File: src/rtl/bm_pkg.sv
package bm_pkg;

  typedef enum logic [1:0] {
    ST_IDLE  = 2'd0,
    ST_POLL  = 2'd1,
    ST_FETCH = 2'd2,
    ST_STORE = 2'd3
  } mover_state_e;

  localparam logic [1:0] IDX_LEN  = 2'd0;
  localparam logic [1:0] IDX_BASE = 2'd1;
  localparam logic [1:0] IDX_CTRL = 2'd2;
  localparam logic [1:0] IDX_STAT = 2'd3;

  localparam int unsigned CTRL_GO_BIT   = 0;
  localparam int unsigned CTRL_IE_BIT   = 1;
  localparam int unsigned STAT_BUSY_BIT = 0;
  localparam int unsigned STAT_DONE_BIT = 1;
  localparam int unsigned DEV_RDY_BIT   = 0;

  localparam int unsigned BYTE_W = 8;

endpackage

File: src/rtl/bm_regs.sv
module bm_regs
  import bm_pkg::*;
#(
  parameter int unsigned REG_W  = 32,
  parameter int unsigned CNT_W  = 16,
  parameter int unsigned ADDR_W = 32
) (
  input  logic              clk,
  input  logic              rst_n,
  input  logic              wr_en,
  input  logic [1:0]        wr_idx,
  input  logic [REG_W-1:0]  wr_data,
  input  logic [1:0]        rd_idx,
  output logic [REG_W-1:0]  rd_data,
  input  logic              busy,
  input  logic              done_set,
  output logic [CNT_W-1:0]  prog_len,
  output logic [ADDR_W-1:0] prog_base,
  output logic              ie,
  output logic              done,
  output logic              go_req
);

  logic [CNT_W-1:0]  len_q;
  logic [ADDR_W-1:0] base_q;
  logic              ie_q;
  logic              done_q;

  logic wr_len, wr_base, wr_ctrl, wr_stat;
  logic done_clr;

  assign wr_len   = wr_en && (wr_idx == IDX_LEN);
  assign wr_base  = wr_en && (wr_idx == IDX_BASE);
  assign wr_ctrl  = wr_en && (wr_idx == IDX_CTRL);
  assign wr_stat  = wr_en && (wr_idx == IDX_STAT);
  assign done_clr = wr_stat && wr_data[STAT_DONE_BIT];
  assign go_req   = wr_ctrl && wr_data[CTRL_GO_BIT];

  always_ff @(posedge clk) begin
    if (!rst_n) begin
      len_q  <= '0;
      base_q <= '0;
      ie_q   <= 1'b0;
      done_q <= 1'b0;
    end else begin
      if (wr_len)  len_q  <= wr_data[CNT_W-1:0];
      if (wr_base) base_q <= wr_data[ADDR_W-1:0];
      if (wr_ctrl) ie_q   <= wr_data[CTRL_IE_BIT];
      if (done_set)      done_q <= 1'b1;
      else if (done_clr) done_q <= 1'b0;
    end
  end

  always_comb begin
    rd_data = '0;
    unique case (rd_idx)
      IDX_LEN:  rd_data[CNT_W-1:0]  = len_q;
      IDX_BASE: rd_data[ADDR_W-1:0] = base_q;
      IDX_CTRL: rd_data[CTRL_IE_BIT] = ie_q;
      default: begin
        rd_data[STAT_BUSY_BIT] = busy;
        rd_data[STAT_DONE_BIT] = done_q;
      end
    endcase
  end

  assign prog_len  = len_q;
  assign prog_base = base_q;
  assign ie        = ie_q;
  assign done      = done_q;

endmodule

File: src/rtl/bm_seq.sv
module bm_seq
  import bm_pkg::*;
#(
  parameter int unsigned CNT_W  = 16,
  parameter int unsigned ADDR_W = 32
) (
  input  logic              clk,
  input  logic              rst_n,
  input  logic              go_req,
  input  logic [CNT_W-1:0]  prog_len,
  input  logic [ADDR_W-1:0] prog_base,
  input  logic              dev_ready,
  input  logic [BYTE_W-1:0] dev_byte,
  input  logic              mem_gnt,
  output logic              dev_rd,
  output logic              dev_sel,
  output logic              mem_req,
  output logic [ADDR_W-1:0] mem_addr,
  output logic [BYTE_W-1:0] mem_wdata,
  output logic              busy,
  output logic              done_set,
  output logic              go_accept,
  output logic              go_zero,
  output logic              byte_ack
);

  function automatic logic [ADDR_W-1:0] addr_step(input logic [ADDR_W-1:0] a);
    return a + ADDR_W'(1);
  endfunction

  function automatic logic [CNT_W-1:0] len_step(input logic [CNT_W-1:0] n);
    return n - CNT_W'(1);
  endfunction

  mover_state_e      state_q;
  logic [ADDR_W-1:0] addr_q;
  logic [CNT_W-1:0]  left_q;
  logic [BYTE_W-1:0] byte_q;
  logic              idle;
  logic              last_byte;

  assign idle      = (state_q == ST_IDLE);
  assign go_accept = idle && go_req && (prog_len != '0);
  assign go_zero   = idle && go_req && (prog_len == '0);
  assign byte_ack  = (state_q == ST_STORE) && mem_gnt;
  assign last_byte = (left_q == CNT_W'(1));
  assign done_set  = go_zero || (byte_ack && last_byte);

  always_ff @(posedge clk) begin
    if (!rst_n) begin
      state_q <= ST_IDLE;
      addr_q  <= '0;
      left_q  <= '0;
      byte_q  <= '0;
    end else begin
      unique case (state_q)
        ST_IDLE: begin
          if (go_accept) begin
            addr_q  <= prog_base;
            left_q  <= prog_len;
            state_q <= ST_POLL;
          end
        end
        ST_POLL: begin
          if (dev_ready) state_q <= ST_FETCH;
        end
        ST_FETCH: begin
          byte_q  <= dev_byte;
          state_q <= ST_STORE;
        end
        default: begin
          if (mem_gnt) begin
            addr_q  <= addr_step(addr_q);
            left_q  <= len_step(left_q);
            state_q <= last_byte ? ST_IDLE : ST_POLL;
          end
        end
      endcase
    end
  end

  assign dev_rd    = (state_q == ST_POLL) || (state_q == ST_FETCH);
  assign dev_sel   = (state_q == ST_FETCH);
  assign mem_req   = (state_q == ST_STORE);
  assign mem_addr  = addr_q;
  assign mem_wdata = byte_q;
  assign busy      = !idle;

endmodule

File: src/rtl/byte_mover.sv
module byte_mover
  import bm_pkg::*;
#(
  parameter int unsigned REG_W  = 32,
  parameter int unsigned CNT_W  = 16,
  parameter int unsigned ADDR_W = 32,
  parameter int unsigned DEV_W  = 32
) (
  input  logic              clk,
  input  logic              rst_n,
  input  logic              reg_wr_en,
  input  logic [1:0]        reg_wr_idx,
  input  logic [REG_W-1:0]  reg_wr_data,
  input  logic [1:0]        reg_rd_idx,
  output logic [REG_W-1:0]  reg_rd_data,
  output logic              dev_rd,
  output logic              dev_sel,
  input  logic [DEV_W-1:0]  dev_rdata,
  output logic              mem_req,
  output logic [ADDR_W-1:0] mem_addr,
  output logic [BYTE_W-1:0] mem_wdata,
  input  logic              mem_gnt,
  output logic              irq
);

  logic [CNT_W-1:0]  prog_len_w;
  logic [ADDR_W-1:0] prog_base_w;
  logic              ie_w;
  logic              done_w;
  logic              go_req_w;
  logic              busy_w;
  logic              done_set_w;
  logic              go_accept_w;
  logic              go_zero_w;
  logic              byte_ack_w;
  logic              dev_ready_w;
  logic [BYTE_W-1:0] dev_byte_w;
  logic              dev_unused;

  assign dev_ready_w = dev_rdata[DEV_RDY_BIT];
  assign dev_byte_w  = dev_rdata[BYTE_W-1:0];
  assign dev_unused  = ^dev_rdata[DEV_W-1:BYTE_W];

  bm_regs #(.REG_W(REG_W), .CNT_W(CNT_W), .ADDR_W(ADDR_W)) u_regs (
    .clk       (clk),
    .rst_n     (rst_n),
    .wr_en     (reg_wr_en),
    .wr_idx    (reg_wr_idx),
    .wr_data   (reg_wr_data),
    .rd_idx    (reg_rd_idx),
    .rd_data   (reg_rd_data),
    .busy      (busy_w),
    .done_set  (done_set_w),
    .prog_len  (prog_len_w),
    .prog_base (prog_base_w),
    .ie        (ie_w),
    .done      (done_w),
    .go_req    (go_req_w)
  );

  bm_seq #(.CNT_W(CNT_W), .ADDR_W(ADDR_W)) u_seq (
    .clk       (clk),
    .rst_n     (rst_n),
    .go_req    (go_req_w),
    .prog_len  (prog_len_w),
    .prog_base (prog_base_w),
    .dev_ready (dev_ready_w),
    .dev_byte  (dev_byte_w),
    .mem_gnt   (mem_gnt),
    .dev_rd    (dev_rd),
    .dev_sel   (dev_sel),
    .mem_req   (mem_req),
    .mem_addr  (mem_addr),
    .mem_wdata (mem_wdata),
    .busy      (busy_w),
    .done_set  (done_set_w),
    .go_accept (go_accept_w),
    .go_zero   (go_zero_w),
    .byte_ack  (byte_ack_w)
  );

  assign irq = done_w && ie_w;

endmodule

File: config.mk
export PLATFORM = sky130hd
export DESIGN_NAME = byte_mover
export DESIGN_NICKNAME = d
export VERILOG_FILES = /design/src/rtl/bm_pkg.sv /design/src/rtl/bm_regs.sv /design/src/rtl/bm_seq.sv /design/src/rtl/byte_mover.sv
export SDC_FILE = /design/constraint.sdc
export NUM_CORES = 1
export LEC_CHECK = 0
export ABC_AREA = 0
export BUFFER_PORTS_ARGS = -buffer_cell sky130_fd_sc_hd__buf_2
export CORE_MARGIN = 1.5
export CORE_UTILIZATION = 30
export CTS_CLUSTER_SIZE = 8
export DETAILED_ROUTE_END_ITERATION = 8
export HOLD_SLACK_MARGIN = 0.02
export PLACE_DENSITY_LB_ADDON = 0.3
export SYNTH_ARGS = -nofsm -noshare
export SYNTH_HDL_FRONTEND = slang
export SYNTH_SLANG_ARGS = --single-unit
File: constraint.sdc
create_clock -name clk -period 2.05 [get_ports clk]
set_input_delay 0.41 -clock clk [delete_from_list [all_inputs] [get_ports clk]]
set_output_delay 0.41 -clock clk [all_outputs]
set_load 0.02 [all_outputs]
======== Yosys cells after proc, flatten, opt, wreduce, memory -nomap -nowiden ========
Index checks and enable logic that the tools add are counted.
word-level totals
  register bits ........................... 108
  bits of input ports ..................... 72
  logic and storage cells ................. 65
cells by class
  $add $sub $neg .......................... 2
  equality and inequality tests ........... 11
  muxes and demuxes ....................... 17
  bitwise operators ....................... 1
  reduce and logical (&&, ||, !) cells .... 26
operators with widths
  operator               count
  $mux 32                2
  $pmux 32 s2            1
  $mux 16                3
  $add 32x1->32 const B  1
  $pmux 16 s2            1
  $pmux 14 s2            1
  $eq 16x1->1 const B    1
  $logic_not 16->1       1
  $reduce_bool 16->1     1
  $sub 16x1->16 const B  1
  $logic_and 1x1->1      12
  $eq 2x2->1 const B     5
  $eq 2x1->1 const B     3
  $logic_not 2->1        3
  $mux 2                 3
  $pmux 1 s3             2
  $pmux 2 s3             1
  $reduce_and 3->1       2
  $ne 2x2->1 const B     2
  $reduce_bool 2->1      2
  $reduce_bool 4->1      1
  $mux 1                 3
  $logic_or 1x1->1       2
  $reduce_or 2->1        1
  other kinds (2)        2

======== Longest topological paths before layout ========
  depth in word-level cells ............... 7
  mapped depth ............................ 10

======== Hierarchy ========
A second synthesis with hierarchy kept.
unflattened totals
  cell total of the unflattened synthesis .. 760
  area, all modules ....................... 6,113.4 um^2
by module, submodules not included
  module      instances  cells an instance  area each (um^2)  sequential area each (um^2)
  bm_seq      1          502                3,801.1           1,161.1
  bm_regs     1          257                2,306.0           1,001.0
  byte_mover  1          1                  6.3               0.0

======== Least setup slack after synthesis ========
OpenSTA, ideal clock, no wires.
  path kind ............................... flip-flop to flip-flop
  start ................................... register u_seq.state_q[0]
  end ..................................... register u_seq.left_q[10]
  setup time .............................. 132 ps
  arrival ................................. 2,202 ps
  setup slack ............................. -284 ps
  cell stages (with the launch flop) ...... 11
  clock period less this slack ............ 2,334 ps
  path through ............................ dfxtp_1 -> inv_1 -> ha_1 -> buf_2 -> or3_1 -> clkbuf_1 -> o31a_1 -> buf_2 -> clkbuf_1 -> o21ai_0 -> a21oi_1
between the ends
  word-level cells in the longest chain between the ends .. 5
  elaborated cells on any way between the ends .. 11
  those cells by class .................... eq/ne: 3; mux: 1; bitwise: 1; reduce/logical: 6
ends and longest elaborated chain
  element                            RTL line                    RTL
  start: declaration                 bm_seq.sv:35                mover_state_e state_q;
  start signal: assignment           bm_seq.sv:75                state_q <= last_byte ? ST_IDLE : ST_POLL;
  $logic_not 2->1                    bm_seq.sv:42, bm_seq.sv:56
  $logic_and 1x1->1 (2 in a row)     bm_seq.sv:43                assign go_accept = idle && go_req && (prog_len != '0);
  $ne 2x2->1 (no source line)        n/a
  $reduce_and 3->1 (no source line)  n/a
  end signal: assignment             bm_seq.sv:60                left_q <= prog_len;
  end signal: assignment             bm_seq.sv:74                left_q <= len_step(left_q);
  end: declaration                   bm_seq.sv:37                logic [CNT_W-1:0] left_q;
Parallel ways exist; a longest one is shown, timed or not.
A chain may end at the register's enable or synchronous reset.

======== Final worst setup path ========
  start ................................... register u_regs.len_q[8] (netlist: u_regs.prog_len[8])
  end ..................................... register u_seq.left_q[0]
between the ends
  word-level cells in the longest chain between the ends .. 4
ends and longest elaborated chain
  element                            RTL line       RTL
  start: declaration                 bm_regs.sv:24  logic [CNT_W-1:0] len_q;
  start signal: assignment           bm_regs.sv:46  if (wr_len) len_q <= wr_data[CNT_W-1:0];
  $reduce_bool 16->1                 bm_seq.sv:43
  $logic_and 1x1->1                  bm_seq.sv:43
  $ne 2x2->1 (no source line)        n/a
  $reduce_and 3->1 (no source line)  n/a
No other way between the ends.

==> summary.md <==
| Metric | Value |
|---|---|
| CP Max Fanout | 15 |
| Crit Path Category | flop to flop |
| DRT Pass-1 Iters | 5 |
| Port Buf Inserts | between 100 and 150 |
| Reg2Reg Depth | 8 |
| Layout cells sized above 1 | a little under 30% |
| Async S/R FF share, synth | 0% |
| Hold Path Sink | u_seq.mem_wdata[6]$_SDFFE_PN0P_ |
| Initial DRC count | about 670 |
| Vias after detailed routing | between 6k and 7k |
| Die Width | 142.6 um |
| Crit path capture type | flop |
| CP max-delay cell | dfxtp_1 |
| Inserted Clock Buffers | 9 |
| DRT antenna net count | 0 |
| Slew Limit Headroom | approximately 70% |
| Largest area contributor in the netlist | dfxtp_1 |
| Congestion Overflow GR | 0 |
| Worst Hold Depth | 3 |
| Max IR drop VDD | between 0.0004 and 0.0005 V |
| Synth Instances | ~780 |
| Gr usage total | around 20% |
| Dpl cells | 1179 |
| Die Height | 142.6 um |
| Number of flops mapped to enable cells by yosys | 0 |
| Crit share post-route | 97.73% |
| FF-to-FF Start | u_regs.prog_len[8]$_SDFFE_PN0P_ |
| Main synth FF type | dfxtp_1 |
| Clk_skew | around 11 ps |
| Slowest stage delay, CP | 360 ps |
| Global-route wire length before repair | between 30000 and 40000 um |
| DIE AREA | 0.02033 mm2 |
| Setup crit start | u_regs.prog_len[8]$_SDFFE_PN0P_ |
| HP Start | dev_rdata[6] |
| Overall routed net length | roughly 21000 um |
| Final setup viols | 0 |
| Initial Util | around 31% |
| Total core area | 0.01889 mm2 |
| Max H-tree Level | 3 |
| Reg2Reg Setup Slack | 50 ps |
| Hold_buf cts | 0 |
| CP Data Required Time | between 2000 and 2500 ps |
| # nets final | approximately 1.0k |
| Ant diodes | 0 |
| Layout Cells excl Fill | 1204 |
| R2r endpoint | u_seq.left_q[0]$_SDFFE_PN0P_ |
| Synth Warn # | 0 |
| Synth Net Count | 856 |
| Area delta synth->final | 33.12% |
| Max-slew violation count | 0 |
| Dominant cells by area after synthesis | dfxtp_1, nand2_1, a21oi_1 |
| Sequential fraction of the synthesis area | 36.99% |
| CP Launch Type | flop |
| Clock root buffer | clkbuf_16 |
| Yosys reg bits | about 110 |
| Fmax | 499.1 MHz |
| Tot Pwr | ~5.9 mW |
| CP cell instances | nor4_2, and4_4, buf_4, o31ai_4, buf_4, clkbuf_16, buf_4, a221oi_2 |
| # fillers | 2069 |
| Top cell by count, worst path | buf_4 |
| # IOs | ~150 |
| Vias/cell | approximately 5.3 |
| CTS max path bufs | 2 |
| Synthesized area per cell | 7.531 um2 |
| RePlAce Congestion | around 0.89 |
| Max Cap Violations | 0 |
| Number of distinct library cells after synthesis | 65 |
| Pwr/cell area | 760.2 mW/mm2 |
| Per-cell routed wire length | ~17 um |
| Worst-Skew Late Latency | ~370 ps |
| Tmin final | roughly 2000 ps |
| Reg clk slew, reported paths | 80 ps |
| PnR worst setup slack | roughly 46 ps |
| Synth top area share | 36.99% |
| Slew @ Worst Pin | 452.2 ps |
| Total leakage power | about 3.2 nW |
| Initial antenna violation count | 1 |
| Mapped cell area | 0.005844 mm2 |
| Clk sink count | about 110 |
| Number of global-route vias before repair | between 5k and 6k |
| Largest net degree at the start of global routing | between 90 and 100 |
| Drt drc | 0 |
| TritonCTS clock tree | done |
| Status | finished clean |
| Post-DP HPWL | between 10000 and 15000 um |
| Arr. time, crit path | 2290 ps |
| RSZ-0062 raised after global routing | yes |
| # rows | 50 |
| HP Class | input port to flop |
| Worst slack, placed | -93.90 ps |
| Hold Vio Cnt, Final | 0 |
## report_power, final
part,switching [mW],leakage (nW),internal [mW]
sequential,0.117,0.878,2.21
combinational,1.08,2.14,0.725
clock,0.872,0.145,0.908
## worst max-delay path, delay by kind of cell (launching register included)
family	cells	cell delay [ps]
compound gates	2	290
buf+inv	4	640
flops	1	360
simple gates	2	640
## cell type report
type / count / area, um2 / share of cell area [%]
Clock buffer: 10 / 250.2 / 3.216
Tap cell: 260 / 325.3 / 4.181
Inverter: 11 / 41.29 / 0.5307
Timing Repair Buffer: 212 / 1450 / 18.64
Sequential cell: 108 / 2173 / 27.93
Clock inverter: 6 / 46.29 / 0.5950
Multi-Input combinational cell: 597 / 3493 / 44.90
## state kept, by name, indices dropped and copies added (netlist names)
register,cells
u_regs.prog_base,32
u_seq.mem_addr,32
u_regs.prog_len,16
u_seq.left_q,16
u_seq.mem_wdata,8
u_seq.state_q,2
u_regs.done,1
u_regs.ie,1
## cells by family (layout without fill, tap and decap cells)
kind of cell / count (synthesis) / count (layout) / synth area share [%]
AO/OA/AOI/OAI: 219 / 219 / 23.51
adder cells (fa/ha/maj): 8 / 8 / 1.713
flip-flops: 108 / 108 / 36.99
buffers and inverters: 71 / 239 / 4.945
multiplexers: 30 / 30 / 5.352
AND/OR/NAND/NOR: 340 / 340 / 27.49
## per-stage QoR
step / util, % / instance area, um2 / hold WS (ps) / TNS [ps]
after global placement: 38.32 / 7239 / 452.0 / -616.9
after CTS: 40.13 / 7582 / 268.0 / -7.304
after detailed placement: 38.32 / 7239 / 459.5 / -859.6
after floorplan: - / 5914 / 440.1 / 0
after global routing: 41.18 / 7780 / 280.1 / -149.9
final: 41.18 / 7780 / 273.3 / 0
## cells in the mapped netlist, types with 3 or more instances
| cell | n |
|---|---|
| nand4_1 | 13 |
| or2_1 | 3 |
| and4_1 | 5 |
| a22o_1 | 8 |
| or4_1 | 4 |
| or3_1 | 3 |
| mux2i_1 | 29 |
| a31oi_1 | 6 |
| a32o_1 | 9 |
| buf_1 | 5 |
| o21a_1 | 6 |
| o31ai_1 | 8 |
| dfxtp_1 | 108 |
| o31a_1 | 5 |
| a21oi_1 | 92 |
| o21ai_0 | 48 |
| nand2_1 | 164 |
| nand3_1 | 14 |
| and3_1 | 5 |
| nor2_1 | 57 |
| ha_1 | 8 |
| a22oi_1 | 4 |
| nor4_1 | 14 |
| clkbuf_1 | 44 |
| nor4b_1 | 5 |
| inv_1 | 10 |
| o41ai_1 | 8 |
| o21ai_1 | 5 |
| and2_1 | 24 |
| nor3_1 | 14 |
| buf_2 | 8 |
## routing by layer
| metal | share of wire [%] | vias to the layer above | track usage, % |
|---|---|---|---|
| met2 | 44 | 224 | 29.66 |
| met5 | 0.077 | - | 0 |
| met4 | 2.1 | 2 | 6.837 |
| li1 | - | 3102 | - |
| met3 | 5.7 | 28 | 3.499 |
| met1 | 48 | 3018 | 28.43 |
## placed cells by master, fill, tap and decap left out, types with 7 or more instances in the layout
| cell type | n |
|---|---|
| nand2_1 | 163 |
| buf_2 | 122 |
| dfxtp_1 | 101 |
| a21oi_1 | 92 |
| buf_4 | 79 |
| nor2_1 | 56 |
| mux2i_1 | 29 |
| o21ai_0 | 28 |
| o21ai_1 | 25 |
| and2_1 | 24 |
| nand4_1 | 13 |
| nand3_1 | 13 |
| nor3_1 | 13 |
| clkbuf_16 | 13 |
| a32o_1 | 9 |
| nor4_1 | 8 |
| a22o_1 | 8 |
| o41ai_1 | 8 |
| o31ai_1 | 8 |
| inv_1 | 7 |
## what timing repair did
action                                  in CTS  in global routing
gates cloned                                 1                  3
pin swaps                                    0                 10
gates resized for setup                      2                 24
endpoints found under the setup margin       2                 42
setup buffers                                0                  5
## worst max path at each step
stage                                            to  slack, ps  depth (start not counted)
finish                 u_seq.left_q[0]$_SDFFE_PN0P_         50                          8
global route           u_seq.left_q[6]$_SDFFE_PN0P_        -30                         11
CTS                 u_seq.mem_addr[11]$_SDFFE_PN0P_         -7                          9
detailed placement  u_seq.mem_addr[11]$_SDFFE_PN0P_        -90                          8
global placement    u_seq.mem_addr[31]$_SDFFE_PN0P_        -60                          8
floorplan           u_seq.mem_addr[20]$_SDFFE_PN0P_        0.4                         10
(Power assumes the default switching activity.)
